==> config.mk <==
export PLATFORM = sky130hd
export DESIGN_NAME = irq_pin_ctrl
export DESIGN_NICKNAME = d
export VERILOG_FILES = /design/src/rtl/irq_pkg.sv /design/src/rtl/irq_flag_store.sv /design/src/rtl/irq_ctl_reg.sv /design/src/rtl/irq_pulse_timer.sv /design/src/rtl/irq_pin_driver.sv /design/src/rtl/irq_pin_ctrl.sv
export SDC_FILE = /design/constraint.sdc
export NUM_CORES = 1
export LEC_CHECK = 0
export BUFFER_PORTS_ARGS = -buffer_cell sky130_fd_sc_hd__buf_2
export CAP_MARGIN = 10
export CORE_MARGIN = 2
export CORE_UTILIZATION = 50
export DETAILED_ROUTE_END_ITERATION = 16
export PLACE_DENSITY_LB_ADDON = 0.15
export SETUP_SLACK_MARGIN = 0.02
export SLEW_MARGIN = 25
export SYNTH_ARGS = -nofsm -noshare
export SYNTH_HDL_FRONTEND = slang
export SYNTH_SLANG_ARGS = --single-unit
==> constraint.sdc <==
create_clock -name clk -period 2.9 [get_ports clk]
set_input_delay 0.435 -clock clk [delete_from_list [all_inputs] [get_ports clk]]
set_output_delay 0.435 -clock clk [all_outputs]
set_load 0.02 [all_outputs]
==> src/rtl/irq_pkg.sv <==
package irq_pkg;
  typedef struct packed {
    logic pulse_mode;
    logic act_high;
  } irq_mode_t;
endpackage

==> src/rtl/irq_flag_store.sv <==
module irq_flag_store #(
  parameter int N_SRC = 3
) (
  input  logic             clk,
  input  logic             rst,
  input  logic [N_SRC-1:0] evt,
  input  logic             rd,
  output logic [N_SRC-1:0] flags
);
  for (genvar i = 0; i < N_SRC; i++) begin : g_flag
    always_ff @(posedge clk) begin
      if (rst) flags[i] <= 1'b0;
      else     flags[i] <= evt[i] | (flags[i] & ~rd);
    end

    assert_set_R2: assert property (@(posedge clk) disable iff (rst)
      evt[i] |=> flags[i]);
    assert_hold_R2: assert property (@(posedge clk) disable iff (rst)
      (flags[i] && !rd) |=> flags[i]);
    assert_clear_on_read_R3: assert property (@(posedge clk) disable iff (rst)
      (rd && !evt[i]) |=> !flags[i]);
  end
endmodule

==> src/rtl/irq_ctl_reg.sv <==
module irq_ctl_reg
  import irq_pkg::*;
#(
  parameter int N_SRC = 3,
  localparam int CTL_W = N_SRC + 2
) (
  input  logic             clk,
  input  logic             rst,
  input  logic             we,
  input  logic [CTL_W-1:0] wdata,
  output logic [N_SRC-1:0] en,
  output irq_mode_t        mode
);
  always_ff @(posedge clk) begin
    if (rst) begin
      en   <= '0;
      mode <= '0;
    end else if (we) begin
      en   <= wdata[N_SRC-1:0];
      mode <= wdata[CTL_W-1:N_SRC];
    end
  end
endmodule

==> src/rtl/irq_pulse_timer.sv <==
module irq_pulse_timer #(
  parameter int PULSE_CYC = 40_000_000,
  localparam int CNT_W = $clog2(PULSE_CYC + 1)
) (
  input  logic clk,
  input  logic rst,
  input  logic arm,
  input  logic pending,
  input  logic clr,
  output logic busy
);
  logic             pend_d;
  logic [CNT_W-1:0] cnt;
  logic             start;

  assign start = arm & pending & ~pend_d & (cnt == '0);
  assign busy  = (cnt != '0);

  always_ff @(posedge clk) begin
    if (rst) begin
      pend_d <= 1'b0;
      cnt    <= '0;
    end else begin
      pend_d <= pending;
      if (clr)        cnt <= '0;
      else if (start) cnt <= CNT_W'(PULSE_CYC);
      else if (busy)  cnt <= cnt - CNT_W'(1);
    end
  end

  assert_countdown_R6: assert property (@(posedge clk) disable iff (rst)
    (cnt != '0 && !clr) |=> (cnt == $past(cnt) - CNT_W'(1)));
  assert_cut_on_read_R7: assert property (@(posedge clk) disable iff (rst)
    clr |=> (cnt == '0));
endmodule

==> src/rtl/irq_pin_driver.sv <==
module irq_pin_driver (
  input  logic clk,
  input  logic rst,
  input  logic active,
  input  logic act_high,
  output logic drv,
  output logic oe
);
  always_ff @(posedge clk) begin
    if (rst) begin
      drv <= 1'b0;
      oe  <= 1'b0;
    end else if (act_high) begin
      drv <= active;
      oe  <= 1'b1;
    end else begin
      drv <= 1'b0;
      oe  <= active;
    end
  end

  assert_no_drive_when_released_R8: assert property (@(posedge clk) disable iff (rst)
    !oe |-> !drv);
endmodule

==> src/rtl/irq_pin_ctrl.sv <==
module irq_pin_ctrl
  import irq_pkg::*;
#(
  parameter int N_SRC     = 3,
  parameter int PULSE_CYC = 40_000_000
) (
  input  logic               clk,
  input  logic               rst,
  input  logic [N_SRC-1:0]   evt_in,
  input  logic               flags_rd,
  input  logic               ctl_we,
  input  logic [N_SRC+1:0]   ctl_wdata,
  input  logic               supply_ok,
  input  logic               recall_done,
  output logic [N_SRC-1:0]   flags_q,
  output logic               pin_drv,
  output logic               pin_oe
);
  logic [N_SRC-1:0] en;
  irq_mode_t        mode;
  logic             power_ok;
  logic             pending;
  logic             busy;
  logic             active;

  irq_flag_store #(.N_SRC(N_SRC)) u_flags (
    .clk(clk), .rst(rst), .evt(evt_in), .rd(flags_rd), .flags(flags_q)
  );

  irq_ctl_reg #(.N_SRC(N_SRC)) u_ctl (
    .clk(clk), .rst(rst), .we(ctl_we), .wdata(ctl_wdata), .en(en), .mode(mode)
  );

  assign power_ok = supply_ok & recall_done;
  assign pending  = (|(flags_q & en)) & power_ok;

  irq_pulse_timer #(.PULSE_CYC(PULSE_CYC)) u_pulse (
    .clk(clk), .rst(rst), .arm(mode.pulse_mode), .pending(pending),
    .clr(flags_rd), .busy(busy)
  );

  assign active = (mode.pulse_mode ? busy : pending) & power_ok;

  irq_pin_driver u_drv (
    .clk(clk), .rst(rst), .active(active), .act_high(mode.act_high),
    .drv(pin_drv), .oe(pin_oe)
  );

  assert_gate_power_R9: assert property (@(posedge clk) disable iff (rst)
    (!supply_ok || !recall_done) |=> !pin_drv);
  assert_enable_gate_R4: assert property (@(posedge clk) disable iff (rst)
    (!mode.pulse_mode && ((flags_q & en) == '0)) |=> !pin_drv);
endmodule

* Word level (Yosys, flattened, before mapping)
Index checks and enable logic that the tools add are counted.
** Cells by class
- Bitwise gates (word level) :: 16
- Muxes and demuxes :: 4
- Reduce and logical (&&, ||, !) cells :: 7
- $add $sub $neg :: 1
** Operator list (number)
- 26-bit 2-to-1 mux :: 2
- 26-bit zero test :: 1
- 26-bit nonzero test :: 1
- 26-bit by 1-bit subtractor with 26-bit output, second input constant :: 1
- 1-bit AND :: 9
- 3-bit OR reduction :: 2
- 2-bit OR reduction :: 2
- 3-bit AND :: 1
- 1-bit inverter :: 3
- 1-bit OR :: 3
- 1-bit 2-to-1 mux :: 2
- 2-bit nonzero test :: 1
** Storage, ports and cells
- Output and inout port bits :: 5
- Logic and storage cells :: 39
- Register bits after elaboration :: 37
- Bits of input ports :: 14

* Depth between registers and ports, before layout
- Depth in word-level cells :: 7
- Mapped depth :: 10
- Mapped depth without buffers :: 7

* By module
Synthesis repeated with hierarchy kept, for this count alone.
** Second synthesis, totals
- Cell total of the unflattened synthesis :: 195
- Area, all modules :: 1765.4 um^2
** Modules (own cells, without submodules)
- irq_pulse_timer :: cells an instance 157, instances 1, area an instance 1386.3 um^2, sequential area each 540.5 um^2
- irq_ctl_reg :: cells an instance 16, instances 1, area an instance 180.2 um^2, sequential area each 100.1 um^2
- irq_flag_store :: cells an instance 12, instances 1, area an instance 105.1 um^2, sequential area each 60.1 um^2
- irq_pin_driver :: cells an instance 4, instances 1, area an instance 58.8 um^2, sequential area each 40.0 um^2
- irq_pin_ctrl :: cells an instance 6, instances 1, area an instance 35.0 um^2, sequential area each 0.0 um^2

* Worst setup path after synthesis
Ideal clock, no wire load.
- Kind :: register to register
- From :: register u_pulse.cnt[0]
- To :: register u_pulse.cnt[25]
- Slack :: 756 ps
- Data required time :: 2778 ps
- Cell stages (with the launch flop) :: 8
- Buffers on the path :: 0
- Library setup time :: 122 ps
- Clock period less this slack :: 2144 ps
- Arrival :: 2022 ps
- Cells stage by stage :: dfxtp_1 inv_1 ha_1 nor3b_1 nand3_2 nor3_2 nor3_1 o311a_1
** On the way
- Longest elaborated chain between the ends :: 3
- Elaborated cells between the ends (all ways) :: 7
- Classes of those cells :: 1 x add/sub; 2 x mux; 1 x bitwise; 3 x reduce/logical
** Ends and longest elaborated chain
- start, declared :: line irq_pulse_timer.sv:13 : logic [CNT_W-1:0] cnt;
- start signal, assigned :: line irq_pulse_timer.sv:26 : else if (start) cnt <= CNT_W'(PULSE_CYC);
- start signal, assigned :: line irq_pulse_timer.sv:27 : else if (busy) cnt <= cnt - CNT_W'(1);
- 26-bit by 1-bit subtractor with 26-bit output or 26-bit zero test (tied branches) :: line irq_pulse_timer.sv:27, irq_pulse_timer.sv:16
- 26-bit 2-to-1 mux or 1-bit AND (tied branches) :: line irq_pulse_timer.sv:27, irq_pulse_timer.sv:16
- 26-bit 2-to-1 mux or 2-bit nonzero test (tied branches)
Parallel ways exist; a longest one is shown, timed or not. The select of a mux whose other input is x is not followed.
A chain may end at the register's enable or synchronous reset.

* Final worst setup path
- From :: register u_pulse.cnt[0]
- To :: register u_pulse.cnt[4]
** On the way
- Longest elaborated chain between the ends :: 3
- Elaborated cells between the ends (all ways) :: 5
- Classes of those cells :: 1 x add/sub; 1 x bitwise; 3 x reduce/logical
** Ends and longest elaborated chain
- branches (longest 3 deep; another with 26-bit by 1-bit subtractor with 26-bit output)
Parallel ways; which one is timed is not known.

==> metrics.md <==
| Metric | Value |
|---|---|
| Initial Util | 0.5260 |
| Multi-input logic area | 964.7 sq um |
| First-pass GRT wire length | 6617 um |
| Cts hold-fix bufs | 0 |
| Crit path to | u_pulse.cnt[4] |
| WL per Instance | 14.33 um |
| Crit-path max FO | 11 |
| DR vias/cell | 5.737 |
| Nets | 227 |
| Total wire length after detailed routing | 3712 um |
| Antenna diodes | 0 |
| Antenna viol nets, final | 0 |
| CTS resizes | 0 |
| Synth Area in Compound Gates | 0.1669 |
| Area leader, netlist | dfxtp_1 |
| Reg2reg path depth | 8 |
| Initial antenna violation count | 0 |
| Setup TNS | 0 ns |
| Period utilization | 0.8222 |
| Largest family of logic cells by synthesized area | simple AND/OR/NAND/NOR gates |
| Number of port buffers | 18 |
| DIE WIDTH | 63.49 um |
| Setup slack, reg-to-reg | 0.52 ns |
| Clock sink total | 37 |
| CTS root buf | clkbuf_4 |
| Final hold vios | 0 |
| TritonRoute pass-1 iters | 4 |
| Share of cells above drive strength 1 | 0.2066 |
| Pin count of the biggest net entering global routing | 14 |
| Via Count | 1486 |
| Largest cells by area after synthesis | dfxtp_1 42%, nor2_1 6.8%, a311oi_1 3.5% |
| P&R area growth vs syn | 12.31% |
| Syn Inst Count | 191 |
| Peak Freq | 419.4 MHz |
| Die area | 4030 sq um |
| Fillcell total | 314 |
| R2r endpoint | u_pulse.cnt[4] |
| Top-area cell type share of the netlist area | 0.4187 |
| Row cnt | 21 |
| Worst clock skew | 0.02017 ns |
| Most common cell after layout, fill and taps aside | dfxtp_1 |
| Critical Path Source | u_pulse.cnt[0] |
| Post-synth ARST share | 0 |
| Most frequent cells in the layout | 37 x dfxtp_1, 32 x nor2_1, 18 x buf_2, 10 x a21oi_1 |
| Total GRT Usage | 0.2093 |
| Reg-to-Reg Start | u_pulse.cnt[0] |
| Num CTS Buffers | 5 |
| Type of the most critical hold path | in -> reg |
| H-tree depth | 2 |
| Worst skew pair latency | 0.35 ns |
| Relative slew slack | 0.5862 |
| Final setup fails | 0 |
| Detail Placement HPWL | 2757 um |
| Clk slew on worst S/H paths | 0.12 ns |
| Grt total ovfl | 0 |
| Core Footprint | 3363 sq um |
| Setup CP Type | reg -> reg |
| Register area | 740.7 sq um |
| Unrepaired setup endpoints after global routing | no |
| Post-synth EDFFs | 0 |
| Crit. End Element | flop |
| Post-CTS Setup Repair Bufs | 0 |
| Ys Warns | 0 |
| WP data arrival | 2.61 ns |
| Net Count, Synth | 206 |
| Status | completed |
| Syn_area_per_cell | 9.263 sq um |
| Data required, critical path | 3.13 ns |
| Ys flop type | dfxtp_1 |
| Mapped Area | 1769 sq um |
| Maxcap violations | 0 |
| Final Max Tran Viols | 0 |
| DRC | 0 |
| CTS tree | yes |
| Iteration-0 DRC Markers | 128 |
| Post-synth cell types | 47 |
| Post-Synth XOR/XNOR Area | 0.04950 |
| Die span in y | 63.49 um |
| Mux contribution to synthesized area | 0.03395 |
| Vias in the first global route | 1418 |
| Synthesized flop and latch total | 37 |
| Final Wtd Congestion | 0.9158 |
| I/O pin count | 19 |
| Min Tclk post-route | 2.384 ns |
| Measured slew at the worst slew-check pin | 0.6173 ns |
| Area share of and/or/nand/nor cells after synthesis | 0.2878 |
| Adder-cell share of the synthesized area | 0.007072 |
| Register area share after synthesis | 0.4187 |
| Clock Tree Buf Depth | 2 |
| CP Launch Type | flop |
[state kept, by name, summed over array words and instances (netlist names)]
register,flops
u_ctl.en,3
u_ctl.mode,2
u_drv.drv,1
u_drv.oe,1
u_flags.flags,3
u_pulse.cnt,26
u_pulse.pend_d,1
[metal layers]
metal | vias to the layer above | track usage | wire length, um
met5 | - | 0 | 0
met4 | 0 | 0.04891 | 9
met3 | 2 | 0.08393 | 208
met2 | 40 | 0.2961 | 1659
met1 | 679 | 0.2969 | 1835
li1 | 765 | - | -
[synthesized netlist by cell type (all sizes together), types with 5 or more instances]
master,n
a311oi,7
nor4,7
a21oi,11
dfxtp,37
or4,5
nand3,5
mux2i,6
nand2,5
xnor2,7
nor2,32
nor3,8
a211oi,7
inv,7
[final cells by class]
cell class,instances,area share
multi-input combinational,140,0.4855
sequential,37,0.3728
timing repair buffer,21,0.05667
tap,46,0.02897
clock buffer,7,0.02771
clock inverter,1,0.01511
inverter,7,0.01322
[per-stage QoR]
step           area (sq um)  setup slack [ns]  utilization  instances  hold WS (ns)
2_1_floorplan          1769            0.7559            -        191        0.4232
3_3_place_gp           1902            0.6472       0.5655        251        0.4365
3_5_place_dp           1902            0.5523       0.5655        251        0.4446
4_1_cts                1987            0.5179       0.5908        259        0.2889
5_1_grt                1987            0.3625       0.5908        259        0.3049
6_report               1987            0.5156       0.5908        259        0.3082
[worst min path at each step]
stage	startpoint	to	slack (ns)	depth (start not counted)
global route	evt_in[1]	u_flags.flags[1]	0.30	3
detailed placement	u_ctl.mode[0]	u_drv.drv	0.44	2
finish	evt_in[0]	u_flags.flags[0]	0.31	3
CTS	evt_in[0]	u_flags.flags[0]	0.29	3
global placement	u_ctl.mode[0]	u_drv.drv	0.44	2
floorplan	u_ctl.mode[0]	u_drv.drv	0.42	2
[worst max-delay path, stage by stage, from the launching register on]
cell and delay [ns]:
dfxtp_1 0.36, inv_1 0.10, ha_1 0.21, nor3b_1 0.36, and4_1 0.24, and4_1 0.41
nand2b_1 0.29, buf_4 0.23, nor2_1 0.06
[kinds of logic (layout without fill, tap and decap cells)]
group,after synthesis,after routing
AND/OR/NAND/NOR,83,83
multiplexers,6,6
AO/OA/AOI/OAI,40,40
XOR/XNOR,10,10
adder cells (fa/ha/maj),1,1
flip-flops,37,37
buffers and inverters,14,36
Power is not shown: default switching activity piles up to over one toggle a cycle in this logic, so the estimate is an artifact.
